==> src/rtl/tmr_pkg.sv <==
package tmr_pkg;
  typedef enum logic [1:0] {
    WM_FREE = 2'b00,
    WM_CTC  = 2'b01,
    WM_FAST = 2'b10,
    WM_RSVD = 2'b11
  } wmode_t;

  localparam logic [1:0] OA_OFF = 2'b00;
  localparam logic [1:0] OA_TGL = 2'b01;
  localparam logic [1:0] OA_CLR = 2'b10;
  localparam logic [1:0] OA_SET = 2'b11;

  localparam int CTRL_OA_LSB = 0;
  localparam int CTRL_WM_LSB = 2;
  localparam int CTRL_TS_BIT = 4;
endpackage

==> src/rtl/tmr_cfg_regs.sv <==
module tmr_cfg_regs
  import tmr_pkg::*;
#(
  parameter int W = 8
) (
  input  logic         clk,
  input  logic         rst,
  input  logic         wr_en,
  input  logic         wr_sel,
  input  logic [W-1:0] wr_data,
  input  logic         at_top,
  output logic [1:0]   oact,
  output wmode_t       wmode,
  output logic         tsel,
  output logic [W-1:0] cmp_live
);
  logic [1:0]   wm_raw;
  logic [W-1:0] cmp_shadow;
  logic         is_pwm;

  // reserved code folds onto free-running
  assign wmode  = (wm_raw == WM_RSVD) ? WM_FREE : wmode_t'(wm_raw);
  assign is_pwm = (wmode == WM_FAST);

  always_ff @(posedge clk) begin
    if (rst) begin
      oact       <= OA_OFF;
      wm_raw     <= 2'b00;
      tsel       <= 1'b0;
      cmp_shadow <= '0;
      cmp_live   <= '0;
    end else begin
      if (wr_en && !wr_sel) begin
        oact   <= wr_data[CTRL_OA_LSB +: 2];
        wm_raw <= wr_data[CTRL_WM_LSB +: 2];
        tsel   <= wr_data[CTRL_TS_BIT];
      end
      if (wr_en && wr_sel) cmp_shadow <= wr_data;
      if (is_pwm && at_top)              cmp_live <= cmp_shadow;
      else if (wr_en && wr_sel && !is_pwm) cmp_live <= wr_data;
    end
  end

  assert_reset_cfg_R1: assert property (@(posedge clk)
    rst |=> (oact == OA_OFF && wm_raw == 2'b00 && !tsel && cmp_live == '0));

  assert_shadow_hold_R10: assert property (@(posedge clk) disable iff (rst)
    (is_pwm && !at_top) |=> $stable(cmp_live));
endmodule

==> src/rtl/tmr_count.sv <==
module tmr_count
  import tmr_pkg::*;
#(
  parameter int W = 8
) (
  input  logic         clk,
  input  logic         rst,
  input  wmode_t       wmode,
  input  logic         tsel,
  input  logic [W-1:0] cmp_live,
  output logic [W-1:0] cnt,
  output logic         at_top,
  output logic         match
);
  localparam logic [W-1:0] MAXV = {W{1'b1}};

  logic         top_is_cmp;
  logic [W-1:0] top_val;

  assign top_is_cmp = (wmode == WM_CTC) || (wmode == WM_FAST && tsel);
  assign top_val    = top_is_cmp ? cmp_live : MAXV;
  assign at_top     = (cnt == top_val);
  assign match      = (cnt == cmp_live);

  always_ff @(posedge clk) begin
    if (rst)         cnt <= '0;
    else if (at_top) cnt <= '0;
    else             cnt <= cnt + 1'b1;
  end

  assert_wrap_at_top_R8: assert property (@(posedge clk) disable iff (rst)
    at_top |=> (cnt == '0));

  assert_step_R9: assert property (@(posedge clk) disable iff (rst)
    !at_top |=> (cnt == $past(cnt) + 1'b1));
endmodule

==> src/rtl/tmr_wave.sv <==
module tmr_wave
  import tmr_pkg::*;
(
  input  logic       clk,
  input  logic       rst,
  input  wmode_t     wmode,
  input  logic       tsel,
  input  logic [1:0] oact,
  input  logic       at_top,
  input  logic       match,
  output logic       wave,
  output logic       own
);
  logic is_pwm;
  logic wave_d;

  assign is_pwm = (wmode == WM_FAST);
  assign own    = (oact != OA_OFF) && !(is_pwm && oact == OA_TGL && !tsel);

  always_comb begin
    wave_d = wave;
    if (!is_pwm) begin
      if (match) begin
        unique case (oact)
          OA_TGL:  wave_d = !wave;
          OA_CLR:  wave_d = 1'b0;
          OA_SET:  wave_d = 1'b1;
          default: wave_d = wave;
        endcase
      end
    end else begin
      unique case (oact)
        OA_TGL: if (tsel && match) wave_d = !wave;
        OA_CLR: begin
          if (at_top)     wave_d = 1'b1;  // TOP action wins over a coincident match
          else if (match) wave_d = 1'b0;
        end
        OA_SET: begin
          if (at_top)     wave_d = 1'b0;
          else if (match) wave_d = 1'b1;
        end
        default: wave_d = wave;
      endcase
    end
  end

  always_ff @(posedge clk) begin
    if (rst) wave <= 1'b0;
    else     wave <= wave_d;
  end

  assert_reset_wave_R1: assert property (@(posedge clk)
    rst |=> !wave);

  assert_nonpwm_clear_R3: assert property (@(posedge clk) disable iff (rst)
    (!is_pwm && oact == OA_CLR && match) |=> !wave);

  assert_inverting_top_R6: assert property (@(posedge clk) disable iff (rst)
    (is_pwm && oact == OA_SET && at_top) |=> !wave);

  assert_top_beats_match_R7: assert property (@(posedge clk) disable iff (rst)
    (is_pwm && oact == OA_CLR && at_top && match) |=> wave);

  assert_released_hold_R2: assert property (@(posedge clk) disable iff (rst)
    !own |=> $stable(wave));
endmodule

==> src/rtl/tmr_ocu.sv <==
module tmr_ocu
  import tmr_pkg::*;
#(
  parameter int W = 8
) (
  input  logic         clk,
  input  logic         rst,
  input  logic         wr_en,
  input  logic         wr_sel,
  input  logic [W-1:0] wr_data,
  output logic [W-1:0] cnt,
  output logic         wave_out,
  output logic         pin_own
);
  logic [1:0]   oact;
  wmode_t       wmode;
  logic         tsel;
  logic [W-1:0] cmp_live;
  logic         at_top;
  logic         match;

  tmr_cfg_regs #(.W(W)) u_cfg (
    .clk(clk), .rst(rst), .wr_en(wr_en), .wr_sel(wr_sel), .wr_data(wr_data),
    .at_top(at_top), .oact(oact), .wmode(wmode), .tsel(tsel), .cmp_live(cmp_live)
  );

  tmr_count #(.W(W)) u_cnt (
    .clk(clk), .rst(rst), .wmode(wmode), .tsel(tsel), .cmp_live(cmp_live),
    .cnt(cnt), .at_top(at_top), .match(match)
  );

  tmr_wave u_wave (
    .clk(clk), .rst(rst), .wmode(wmode), .tsel(tsel), .oact(oact),
    .at_top(at_top), .match(match), .wave(wave_out), .own(pin_own)
  );
endmodule

==> config.mk <==
export PLATFORM = sky130hd
export DESIGN_NAME = tmr_ocu
export DESIGN_NICKNAME = d
export VERILOG_FILES = /design/src/rtl/tmr_pkg.sv /design/src/rtl/tmr_cfg_regs.sv /design/src/rtl/tmr_count.sv /design/src/rtl/tmr_wave.sv /design/src/rtl/tmr_ocu.sv
export SDC_FILE = /design/constraint.sdc
export NUM_CORES = 1
export LEC_CHECK = 0
export BUFFER_PORTS_ARGS = -buffer_cell sky130_fd_sc_hd__buf_2
export CORE_MARGIN = 3
export CORE_UTILIZATION = 30
export DETAILED_ROUTE_END_ITERATION = 10
export PLACE_DENSITY_LB_ADDON = 0.2
export SLEW_MARGIN = 20
export SYNTH_ARGS = -nofsm -noshare
export SYNTH_HDL_FRONTEND = slang
export SYNTH_SLANG_ARGS = --single-unit
==> constraint.sdc <==
create_clock -name clk -period 5 [get_ports clk]
set_input_delay 0.25 -clock clk [delete_from_list [all_inputs] [get_ports clk]]
set_output_delay 0.25 -clock clk [all_outputs]
set_load 0.05 [all_outputs]
==> impl_metrics.tcl <==
set metrics [dict create \
    status "finished clean" \
    syn_nets 191 \
    post_cts_buffers 0 \
    fill_cells 519 \
    drt_first_iter_violations 47 \
    seq_area_frac_synth_pct 40.0 \
    die_w_um 76.7 \
    async_reset_ff_share_pct 0 \
    cts.clk_slew.worst_paths_ps 60 \
    hold_violations 0 \
    pwr-share-comb_pct 14.2 \
    skew_ps 4.30 \
    cp-endpoint "u_cfg.cmp_live[6]" \
    ys_seq_elements 30 \
    wl_um 3470 \
    fmaxAchievable_mhz 421 \
    synth_warnings 0 \
    crit_type "reg -> reg" \
    cts_buffers 5 \
    power.switching_fraction_pct 26.8 \
    synth_cells 178 \
    p_clk_share_pct 36.1 \
    first_pass_iters 4 \
    grt_max_degree 24 \
    drive_gt1_share_pct 20.4 \
    insertedDiodeCount 0 \
    cp-start-kind "flip-flop" \
    crit_required_ps 5140 \
    grt_antenna_before_repair 0 \
    final_max_slew_viol_count 0 \
    grt_first_pass_wirelength_um 5750 \
    cts.sinks 30 \
    cell_internal_pwr_mw 0.383 \
    layout.nets 210 \
    wl_per_cell_um 13.2 \
    clock_path_buffers 2 \
    worstHoldPathType "in -> reg" \
    die_h_um 76.7 \
    tns_ps 0 \
    initial_core_util_pct 31.4 \
    reg2reg_depth 6 \
    area_delta_synth_final_pct 15.3 \
    clk_latency_ps 280 \
    max_slew_margin_pct 63.4 \
    placedCellCount 257 \
    h-tree-depth 2 \
    io_pins 22 \
    cts_resized 0 \
    worst_pin_slew_ps 546 \
    core_area_sq_um 4790 \
    syn_area_per_cell_sq_um 8.44 \
    crit_fanout 16 \
    synth.cell_area_sq_um 1500 \
    ys_types 38 \
    p_total_mw 0.524 \
    routabilityCongestion 0.789 \
    cp-end-kind "flip-flop" \
    vias_per_cell 4.85 \
    cp-startpoint "u_cfg.wm_raw[0]" \
    p_leak_nw 0.666 \
    post-route-min-period_ps 2370 \
    seqPwrFrac_pct 49.7 \
    setup_viol 0 \
    post-route-drc-count 0 \
    finish.instance_area_sq_um 1730 \
    arrival_ps 2520 \
    dr_total_vias 1275 \
    rsz0062_at_grt "no" \
    switchingPower_mw 0.141 \
    tritoncts "built" \
    p_per_area_nw_per_um2 303 \
    final_cells 263 \
    reg2reg_from "u_cfg.wm_raw[0]" \
    cts_hold_buf 0 \
    grt_pass1_vias 1174 \
    grt_usage_pct 12.5 \
    ant_nets 0 \
    port_buffers 21 \
    synth_edf_count 0 \
    hpwl_um 2460 \
    placed_area_sq_um 1650 \
    max-vdd-ir-drop_mv 0.174 \
    grt-ovfl-total 0 \
    reg2reg_slack_ps 2630 \
    r2r-end "u_cfg.cmp_live[6]" \
    finalCritPeriodShare_pct 47.5 \
    dieArea_sq_um 5890 \
    synth-main-ff-cell "dfxtp_1" \
    rows 25 \
    max_cap_viol_count 0 \
    ctsRootBufferMaster "clkbuf_8" \
]
==> power groups by stage <==
stage / Sequential, mW / Combinational (mW) / Clock [mW]
2_1_floorplan: 0.273 / 0.0465 / 0
3_3_place_gp: 0.266 / 0.0751 / 0
3_5_place_dp: 0.266 / 0.0749 / 0
4_1_cts: 0.261 / 0.0751 / 0.199
5_1_grt: 0.262 / 0.0829 / 0.207
6_report: 0.261 / 0.0744 / 0.189
==> cells in the mapped netlist, types with 2 or more instances <==
cell | n | area, sq um
dfxtp_1 | 30 | 601
a311oi_2 | 7 | 105
or2_2 | 2 | 12.5
a21oi_1 | 11 | 55.1
o21ai_0 | 7 | 35.0
xnor2_1 | 5 | 43.8
o2111ai_1 | 2 | 17.5
and3_1 | 4 | 25.0
nand2b_1 | 7 | 43.8
mux2i_1 | 5 | 50.1
nor2b_1 | 5 | 31.3
nand2_1 | 19 | 71.3
inv_1 | 9 | 33.8
nand3b_1 | 2 | 15.0
nor2_1 | 21 | 78.8
nand3_1 | 13 | 65.1
clkbuf_1 | 8 | 30.0
==> per-layer routing <==
layer | part of all wire [%] | GRT usage (%)
met5 | 0 | 0
met4 | 1.1 | 6.52
met3 | 6.1 | 3.87
met2 | 43 | 18.4
met1 | 49 | 16.4
==> cell usage in the layout (no fill, tap or decap), drive strengths merged <==
cell,count
a211o,1
nand3b,2
or3,1
or4,1
ha,1
mux2i,5
a22oi,1
xnor2,5
nor3,1
a22o,1
a31oi,1
nand2,19
a21oi,11
o221a,1
inv,9
clkbuf,6
o221ai,1
or2,2
and2,1
o22ai,1
nor4,1
dfxtp,30
a311oi,7
and3,4
nor2,21
and2b,1
buf,21
nand4,1
xor2,1
a211oi,1
nor2b,6
nand2b,7
nand3,13
o21ai,7
a2111o,1
o2111ai,2
o211ai,1
==> worst min path at each step <==
| stage | startpoint | depth (start not counted) | to | slack (ps) |
|---|---|---|---|---|
| after floorplan | rst | 1 | u_cfg.cmp_live[7] | 320 |
| after global placement | u_cfg.cmp_shadow[2] | 2 | u_cfg.cmp_shadow[2] | 450 |
| after detailed placement | u_cfg.cmp_shadow[2] | 2 | u_cfg.cmp_shadow[2] | 450 |
| after CTS | wr_data[5] | 3 | u_cfg.cmp_shadow[5] | 230 |
| after global routing | wr_data[5] | 3 | u_cfg.cmp_shadow[5] | 230 |
| final | wr_data[5] | 3 | u_cfg.cmp_shadow[5] | 240 |
==> through the flow <==
stage	setup slack, ps	hold slack, ps	utilization (%)
global route	2470	230	36.2
global placement	2710	450	34.5
finish	2630	241	36.2
detailed placement	2620	449	34.5
floorplan	2650	318	-
CTS	2610	229	36.2
==> state kept, by name, summed over array words and instances, names as in the netlist <==
signal / count
u_cfg.oact: 2
u_wave.wave: 1
u_cnt.cnt: 8
u_cfg.cmp_shadow: 8
u_cfg.tsel: 1
u_cfg.cmp_live: 8
u_cfg.wm_raw: 2
==> critical path: stages (launching register included) <==
cell and delay (ps):
dfxtp_1 310, and2b_1 450, a21oi_1 220, or4_4 590, a211o_4 450, nor2_1 160, a311oi_2 60
==> layout make-up <==
| type | count | area, sq um | share of cell area (%) |
|---|---|---|---|
| clock buffers | 6 | 82.6 | 4.77 |
| inverters | 9 | 33.8 | 1.95 |
| multi-input cells | 130 | 826 | 47.7 |
| flip-flops and latches | 30 | 601 | 34.7 |
| well taps | 67 | 83.8 | 4.84 |
| repair buffers | 21 | 105 | 6.07 |
==> cells by family (layout without fill, tap and decap cells) <==
logic type	count (synthesis)	count (layout)	synth area share, %
multiplexers	5	5	3.33
adder cells (fa/ha/maj)	1	1	0.833
buffers and inverters	18	36	5.00
XOR/XNOR	6	6	3.50
AND/OR/NAND/NOR	81	81	27.0
AO/OA/AOI/OAI	37	37	20.3
flip-flops	30	30	40.0
Power figures use the tool's default switching activity.
